### config.mk
export PLATFORM = sky130hd
export DESIGN_NAME = presettable_counter
export DESIGN_NICKNAME = d
export VERILOG_FILES = /design/src/rtl/pbc_pkg.sv /design/src/rtl/pbc_ctrl.sv /design/src/rtl/pbc_next.sv /design/src/rtl/pbc_term.sv /design/src/rtl/pbc_state.sv /design/src/rtl/presettable_counter.sv
export SDC_FILE = /design/constraint.sdc
export NUM_CORES = 1
export LEC_CHECK = 0
export BUFFER_PORTS_ARGS = -buffer_cell sky130_fd_sc_hd__buf_2
export CAP_MARGIN = 0
export CORE_AREA = 2 2 39 41
export CTS_BUF_LIST = sky130_fd_sc_hd__clkbuf_8 sky130_fd_sc_hd__clkbuf_16
export DETAILED_ROUTE_END_ITERATION = 10
export DIE_AREA = 0 0 41 43
export GPL_TIMING_DRIVEN = 0
export PLACE_DENSITY = 0.67
export SETUP_SLACK_MARGIN = 0.02
export SYNTH_ARGS = -nofsm -noshare
export SYNTH_HDL_FRONTEND = slang
export SYNTH_SLANG_ARGS = --single-unit
### constraint.sdc
create_clock -name clk -period 2.6 [get_ports clk]
set_clock_uncertainty 0.1 [all_clocks]
set_input_delay 0.52 -clock clk [delete_from_list [all_inputs] [get_ports clk]]
set_output_delay 0.52 -clock clk [all_outputs]
set_load 0.02 [all_outputs]
### src/rtl/pbc_pkg.sv
// Package: shared types of the presettable counter.
// Assumes: nothing beyond IEEE 1800-2017.
package pbc_pkg;

    // Action taken by the state register on the coming clock edge.
    typedef enum logic [1:0] {
        ACT_HOLD   = 2'd0,
        ACT_INC    = 2'd1,
        ACT_PRESET = 2'd2
    } pbc_action_e;

endpackage

### src/rtl/pbc_ctrl.sv
// Module: pbc_ctrl
// Decides the next-edge action from the control inputs and the terminal count.
// Assumes: all inputs active low except reload_mode; load outranks counting.
module pbc_ctrl
    import pbc_pkg::*;
(
    input  logic        load_n,
    input  logic        cnt_en_n,
    input  logic        reload_mode,
    input  logic        term_n,
    output pbc_action_e action
);

    // Priority decode: load, then count (with optional reload), then hold.
    always_comb begin
        if (!load_n) begin
            action = ACT_PRESET;
        end else if (!cnt_en_n) begin
            if (reload_mode && !term_n) begin
                action = ACT_PRESET;
            end else begin
                action = ACT_INC;
            end
        end else begin
            action = ACT_HOLD;
        end
    end

endmodule

### src/rtl/pbc_next.sv
// Module: pbc_next
// Forms the next count value: hold, increment (natural wrap) or preset.
// Assumes: WIDTH >= 1; incrementer is a generated carry chain.
module pbc_next
    import pbc_pkg::*;
#(
    parameter int WIDTH = 8
) (
    input  pbc_action_e      action,
    input  logic [WIDTH-1:0] cur,
    input  logic [WIDTH-1:0] preset,
    output logic [WIDTH-1:0] nxt
);

    logic [WIDTH:0]   carry;
    logic [WIDTH-1:0] inc;

    assign carry[0] = 1'b1;

    // Ripple incrementer, one half-adder per bit; top carry-out is dropped.
    for (genvar i = 0; i < WIDTH; i++) begin : g_inc
        assign inc[i]     = cur[i] ^ carry[i];
        assign carry[i+1] = cur[i] & carry[i];
    end

    // Select the value presented to the state register.
    always_comb begin
        unique case (action)
            ACT_INC:    nxt = inc;
            ACT_PRESET: nxt = preset;
            default:    nxt = cur;
        endcase
    end

endmodule

### src/rtl/pbc_term.sv
// Module: pbc_term
// Combinational all-ones detector giving the active-low terminal count.
// Assumes: input is the registered count; no register added here.
module pbc_term #(
    parameter int WIDTH = 8
) (
    input  logic [WIDTH-1:0] cur,
    output logic             term_n
);

    logic [WIDTH:0] ones;

    assign ones[0] = 1'b1;

    // AND chain across the bits.
    for (genvar i = 0; i < WIDTH; i++) begin : g_and
        assign ones[i+1] = ones[i] & cur[i];
    end

    assign term_n = ~ones[WIDTH];

endmodule

### src/rtl/pbc_state.sv
// Module: pbc_state
// Count register with asynchronous active-high master clear.
// Assumes: clear_a may change at any time relative to clk.
module pbc_state #(
    parameter int WIDTH = 8
) (
    input  logic             clk,
    input  logic             clear_a,
    input  logic [WIDTH-1:0] nxt,
    output logic [WIDTH-1:0] cur
);

    // Register the next value, cleared at once by the master clear.
    always_ff @(posedge clk or posedge clear_a) begin
        if (clear_a) begin
            cur <= '0;
        end else begin
            cur <= nxt;
        end
    end

    AST_CLEAR_ZEROES: assert property (@(posedge clk) clear_a |-> cur == '0);

endmodule

### src/rtl/presettable_counter.sv
// Module: presettable_counter
// Presettable synchronous up counter with mode-gated terminal-count reload.
// Assumes: cascade by tying a higher stage's cnt_en_n to the OR of lower term_n.
module presettable_counter #(
    parameter int WIDTH = 8
) (
    input  logic             clk,
    input  logic             clear_a,
    input  logic             cnt_en_n,
    input  logic             load_n,
    input  logic             reload_mode,
    input  logic [WIDTH-1:0] preset,
    output logic [WIDTH-1:0] count,
    output logic             term_n
);

    import pbc_pkg::*;

    pbc_action_e      action;
    logic [WIDTH-1:0] nxt;

    pbc_term #(.WIDTH(WIDTH)) u_term (
        .cur    (count),
        .term_n (term_n)
    );

    pbc_ctrl u_ctrl (
        .load_n      (load_n),
        .cnt_en_n    (cnt_en_n),
        .reload_mode (reload_mode),
        .term_n      (term_n),
        .action      (action)
    );

    pbc_next #(.WIDTH(WIDTH)) u_next (
        .action (action),
        .cur    (count),
        .preset (preset),
        .nxt    (nxt)
    );

    pbc_state #(.WIDTH(WIDTH)) u_state (
        .clk     (clk),
        .clear_a (clear_a),
        .nxt     (nxt),
        .cur     (count)
    );

    AST_LOAD_WINS: assert property (@(posedge clk) disable iff (clear_a)
        !load_n |=> count == $past(preset));
    AST_HOLD_STABLE: assert property (@(posedge clk) disable iff (clear_a)
        (load_n && cnt_en_n) |=> $stable(count));
    AST_STEP_ONE: assert property (@(posedge clk) disable iff (clear_a)
        (load_n && !cnt_en_n && term_n) |=> count == $past(count) + {{(WIDTH-1){1'b0}}, 1'b1});
    AST_WRAP_ZERO: assert property (@(posedge clk) disable iff (clear_a)
        (load_n && !cnt_en_n && !term_n && !reload_mode) |=> count == '0);
    AST_AUTO_RELOAD: assert property (@(posedge clk) disable iff (clear_a)
        (load_n && !cnt_en_n && !term_n && reload_mode) |=> count == $past(preset));
    AST_CLEAR_TERM_IDLE: assert property (@(posedge clk) clear_a |-> term_n);

endmodule

Word level (Yosys, flattened, before mapping)
Index checks and enable logic that the tools add are counted.
{"block": "word_totals", "ff_bits": 8, "output_inout_bits": 9, "wordCells": 25}
{"block": "classes", "n_eq_ne": 2, "mux": 4, "bitwise_logic": 16, "reduce_logical": 2}
{"op": "8-bit one-hot mux with 2 select lines", "n": 1}
{"op": "1-bit bitwise AND", "n": 7}
{"op": "1-bit bitwise XOR", "n": 7}
{"op": "2-bit two-way mux", "n": 3}
{"op": "2-bit by 1-bit == test with 1-bit output (second input constant)", "n": 1}
{"op": "2-bit == test (second input constant)", "n": 1}
{"op": "1-bit inverter", "n": 2}
{"op": "2-bit nonzero test", "n": 1}
{"op": "1-bit logical AND", "n": 1}

Depth between registers and ports, before layout
{"block": "logic_depth", "word_depth": 13, "ltp_mapped": 11}

Hierarchy
From an unflattened synthesis, not the netlist that was laid out.
{"block": "unflattened", "cells_unflattened": 56, "hier_area_um2": 549.3}
{"module": "pbc_next", "n_inst": 1, "cells_each": 41, "area_per_inst_um2": 306.5, "seq_area_each_um2": 0.0}
{"module": "pbc_state", "n_inst": 1, "cells_each": 9, "area_per_inst_um2": 203.9, "seq_area_each_um2": 200.2}
{"module": "pbc_ctrl", "n_inst": 1, "cells_each": 3, "area_per_inst_um2": 20.0, "seq_area_each_um2": 0.0}
{"module": "pbc_term", "n_inst": 1, "cells_each": 3, "area_per_inst_um2": 18.8, "seq_area_each_um2": 0.0}

Least setup slack after synthesis
OpenSTA, ideal clock, no wires.
{"block": "synth_timing", "path_type": "register -> output", "start": "reg u_state.cur[0]", "end": "out term_n", "arrival_ns": 1.921, "required_time_ns": 1.980, "slack_ns": 0.059, "stages_incl_launch_ff": 9, "path_buffers": 0, "cell_sequence": "dfrtp_1 > ha_1 > ha_1 > ha_1 > ha_1 > ha_1 > ha_1 > ha_1 > inv_1"}
{"block": "synth_via", "elab_chain_len": 8}
{"element": "from (decl)", "line": "pbc_state.sv:10", "text": "output logic [WIDTH-1:0] cur"}
{"element": "from (signal assigned)", "line": "pbc_state.sv:18", "text": "cur <= nxt;"}
{"element": "1-bit bitwise AND (6 in a row)", "line": "pbc_term.sv:17", "text": "assign ones[i+1] = ones[i] & cur[i];"}
{"element": "1-bit bitwise AND"}
{"element": "1-bit inverter", "line": "pbc_term.sv:20", "text": "assign term_n = ~ones[WIDTH];"}
{"element": "to (decl)", "line": "presettable_counter.sv:14", "text": "output logic term_n"}
No other way between the ends.

Worst setup path in the final report
{"block": "layout_timing", "start": "reg u_state.cur[1]", "end": "out term_n"}
Same word-level chain as after synthesis.

==> run_results.csv <==
group,metric,value,unit
run_status,status,"completed",
timing,fin_crit_sh,97.1,%
drt,wl_met1,509,µm
clock_network,clock_path_buffers,2,
logic_synthesis,avgSynthCellArea,9.11,µm²
worst_setup_path,slowest_delay,0.38,ns
worst_setup_path,start_kind,"register",
worst_setup_path,crit_top_cell,"ha_4",
clock_network,htreeDepth,1,
worst_setup_path,ff2ff_setup_slack,0.22,ns
logic_synthesis,yosysSeqAreaShare,40.7,%
timing,hold_viol_final,0,
timing,post-route-min-period,2.52,ns
worst_setup_path,crit_path_top_delay_cell,"dfrtp_1",
global_routing,grt_pass1_wl,1750,µm
drt,viasPerCell,4.88,
worst_setup_path,critPathLaunch,"u_state.cur[1]$_DFFE_PP0P_",
logic_synthesis,ys_types,12,
timing,fin_tns_setup,0,ns
timing,max_freq,396,MHz
drt,drcViolationCount,0,
clock_network,clkSlewWorstSetupHoldPaths,0.04,ns
cells_and_area,reg_top3,"u_state.cur: 8 flops",
logic_synthesis,synthCells,54,
worst_setup_path,crit_chain,"ha_2, ha_2, ha_2, ha_4, ha_4, ha_4, ha_4, inv_2, buf_6",
floorplanning,die_h,43,µm
worst_setup_path,crit_type,"register to output pin",
cells_and_area,diodes,0,
worst_setup_path,rr_worst_depth,12,
placement,gp_congestion,0.666,
floorplanning,chipWidth,41,µm
global_routing,grt_max_degree,11,
drt,detail_route.first_pass.iterations,3,
timing,slew_headroom,77.8,%
worst_setup_path,cp_top_family,"adder cells",
logic_synthesis,syn_nets,74,
drt,dr_wl_met3,70,µm
cells_and_area,nNetsFinal,104,
timing,tightest_slew,0.333,ns
floorplanning,dieArea,0.00176,mm²
clock_network,cts_buffers,3,
global_routing,gr-usage-all-layers,15.6,%
cells_and_area,final_layout_size_suffix_gt1_share,47.6,%
power_and_ir_drop,p_per_area,610,mW/mm²
cells_and_area,largest_register_ffs,8,
worst_setup_path,regToRegEndpoint,"u_state.cur[0]$_DFFE_PP0P_",
drt,wl_per_cell,12.2,µm
clock_network,cts_num_sinks,8,
floorplanning,initial_core_util,35.5,%
power_and_ir_drop,finalPower,0.000458,W
drt,topRoutingLayerUsed,"met4",
clock_network,cts_tree,"yes",
hold_path,worstHoldPathType,"primary input to async pin",
worst_setup_path,critPathArrivalTime,1.90,ns
worst_setup_path,critPathRequiredTime,1.98,ns
worst_setup_path,worstPathBufferInverterCount,2,
worst_setup_path,reg2reg_from,"u_state.cur[1]$_DFFE_PP0P_",
cells_and_area,final_cell_mix,"20 x buf_2, 15 x nand2_1, 8 x dfrtp_1",
run,maxCapViolations,0,
power_and_ir_drop,total_leakage_power,0.371,nW
clock_network,cts-root-buf,"clkbuf_8",
floorplanning,core_area,0.00138,mm²
clock_network,insertion_delay,0.24,ns
worst_setup_path,critPathCaptureType,"output pin",
logic_synthesis,synth-seq-cells,8,
drt,vias,478,
timing,rsz0062_at_grt,"false",
global_routing,grt_pass1_vias,408,
placement,port_buffers,21,
drt,routed_wl,1200,µm
drt,dr.first_iter.drc_count,6,
drt,routed-wl-met2,578,µm
timing,finalSetupViolCount,0,
placement,dp_hpwl,768,µm
cells_and_area,final_common_cell,"buf_2",
floorplanning,io-pin-count,22,
global_routing,grt_overflow,0,
logic_synthesis,synth_warnings,0,
timing,slew_violations,0,
drt,ant_nets,0,
global_routing,antenna_found_initial,0,
logic_synthesis,synth_area,492,µm²
worst_setup_path,crit_path_end,"term_n",
cells_and_area,regMostFlops,"u_state.cur",
worst_setup_path,cp.depth,9,
floorplanning,rows,14,
cells_and_area,syn_to_final_growth,52.9,%
worst_setup_path,crit_fanout,2,
power_and_ir_drop,ir_drop,0.281,mV
-- per-stage QoR --
step | utilization, % | worst slack, ns | hold WS, ns | std cells | instance area [µm²]
3_3_place_gp | 44.6 | 0.0486 | 0.385 | 91 | 617
2_1_floorplan | - | 0.0590 | 0.236 | 54 | 492
5_1_grt | 54.3 | 0.0272 | 0.158 | 98 | 752
4_1_cts | 52.9 | 0.0312 | 0.138 | 97 | 732
6_report | 54.3 | 0.0755 | 0.130 | 98 | 752
3_5_place_dp | 44.6 | 0.0350 | 0.389 | 91 | 617
-- timing repair --
| item | in CTS | in global routing |
|---|---|---|
| gates resized for setup | 11 | 3 |
| pin swaps | 0 | 1 |
| hold buffers | 0 | 0 |
| buffers inserted | 3 | 1 |
| endpoints found under the setup margin | 1 | 1 |
-- power breakdown --
group	internal (W)	switching [W]	total, W
Clock	0.000101	0.0000571	0.000158
Combinational	0.0000634	0.0000727	0.000136
Sequential	0.000144	0.0000196	0.000164
Total	0.000309	0.000149	0.000458
-- final cells by class --
| cell class | instances | area, µm² |
|---|---|---|
| plain buffers | 2 | 18.8 |
| clock buffers | 3 | 41.3 |
| fillers | 119 | 632 |
| inverters | 2 | 7.51 |
| multi-input cells | 42 | 323 |
| flip-flops and latches | 8 | 200 |
| well taps | 16 | 20.0 |
| repair buffers | 25 | 141 |
-- kinds of logic (layout without fill, tap and decap cells) --
family	count (synthesis)	count (layout)	share of synthesized area [%]
simple gates	26	26	21.4
flops	8	8	40.7
compound gates	9	9	14.8
buf+inv	4	32	5.34
fa+ha+maj	7	7	17.8
-- worst min-delay path by stage --
stage	slack (ns)	endpoint	startpoint	cells past startpoint
final	0.13	u_state.cur[2]$_DFFE_PP0P_	clear_a	2
after global routing	0.16	u_state.cur[2]$_DFFE_PP0P_	clear_a	2
after CTS	0.14	u_state.cur[2]$_DFFE_PP0P_	clear_a	2
after detailed placement	0.39	u_state.cur[0]$_DFFE_PP0P_	clear_a	2
after global placement	0.39	u_state.cur[0]$_DFFE_PP0P_	clear_a	2
after floorplan	0.24	u_state.cur[0]$_DFFE_PP0P_	clear_a	1
-- worst reg2reg max path, stage by stage, from the launching register on --
cell     delay (ns)
dfrtp_1        0.38
ha_2           0.18
ha_2           0.16
ha_2           0.18
ha_4           0.16
ha_4           0.15
ha_4           0.16
ha_4           0.15
buf_4          0.14
a21bo_1        0.19
buf_6          0.13
nand3_1        0.08
nand3_1        0.09
-- cell usage after synthesis --
cell / count / share of area [%]
nand3_1: 3 / 3.1
nand2_1: 15 / 11
a31oi_1: 7 / 8.9
nor2_1: 7 / 5.3
nand3b_1: 1 / 1.5
dfrtp_1: 8 / 41
buf_6: 1 / 2.3
buf_4: 1 / 1.5
a21bo_1: 1 / 2.0
inv_1: 2 / 1.5
ha_1: 7 / 18
a21boi_4: 1 / 3.8
-- routing by layer --
metal | GRT usage [%] | vias to the layer above
li1 | - | 244
met1 | 19.7 | 212
met2 | 20.9 | 17
met3 | 4.71 | 5
met4 | 12.0 | 0
met5 | 0 | -
(Power assumes the default switching activity.)
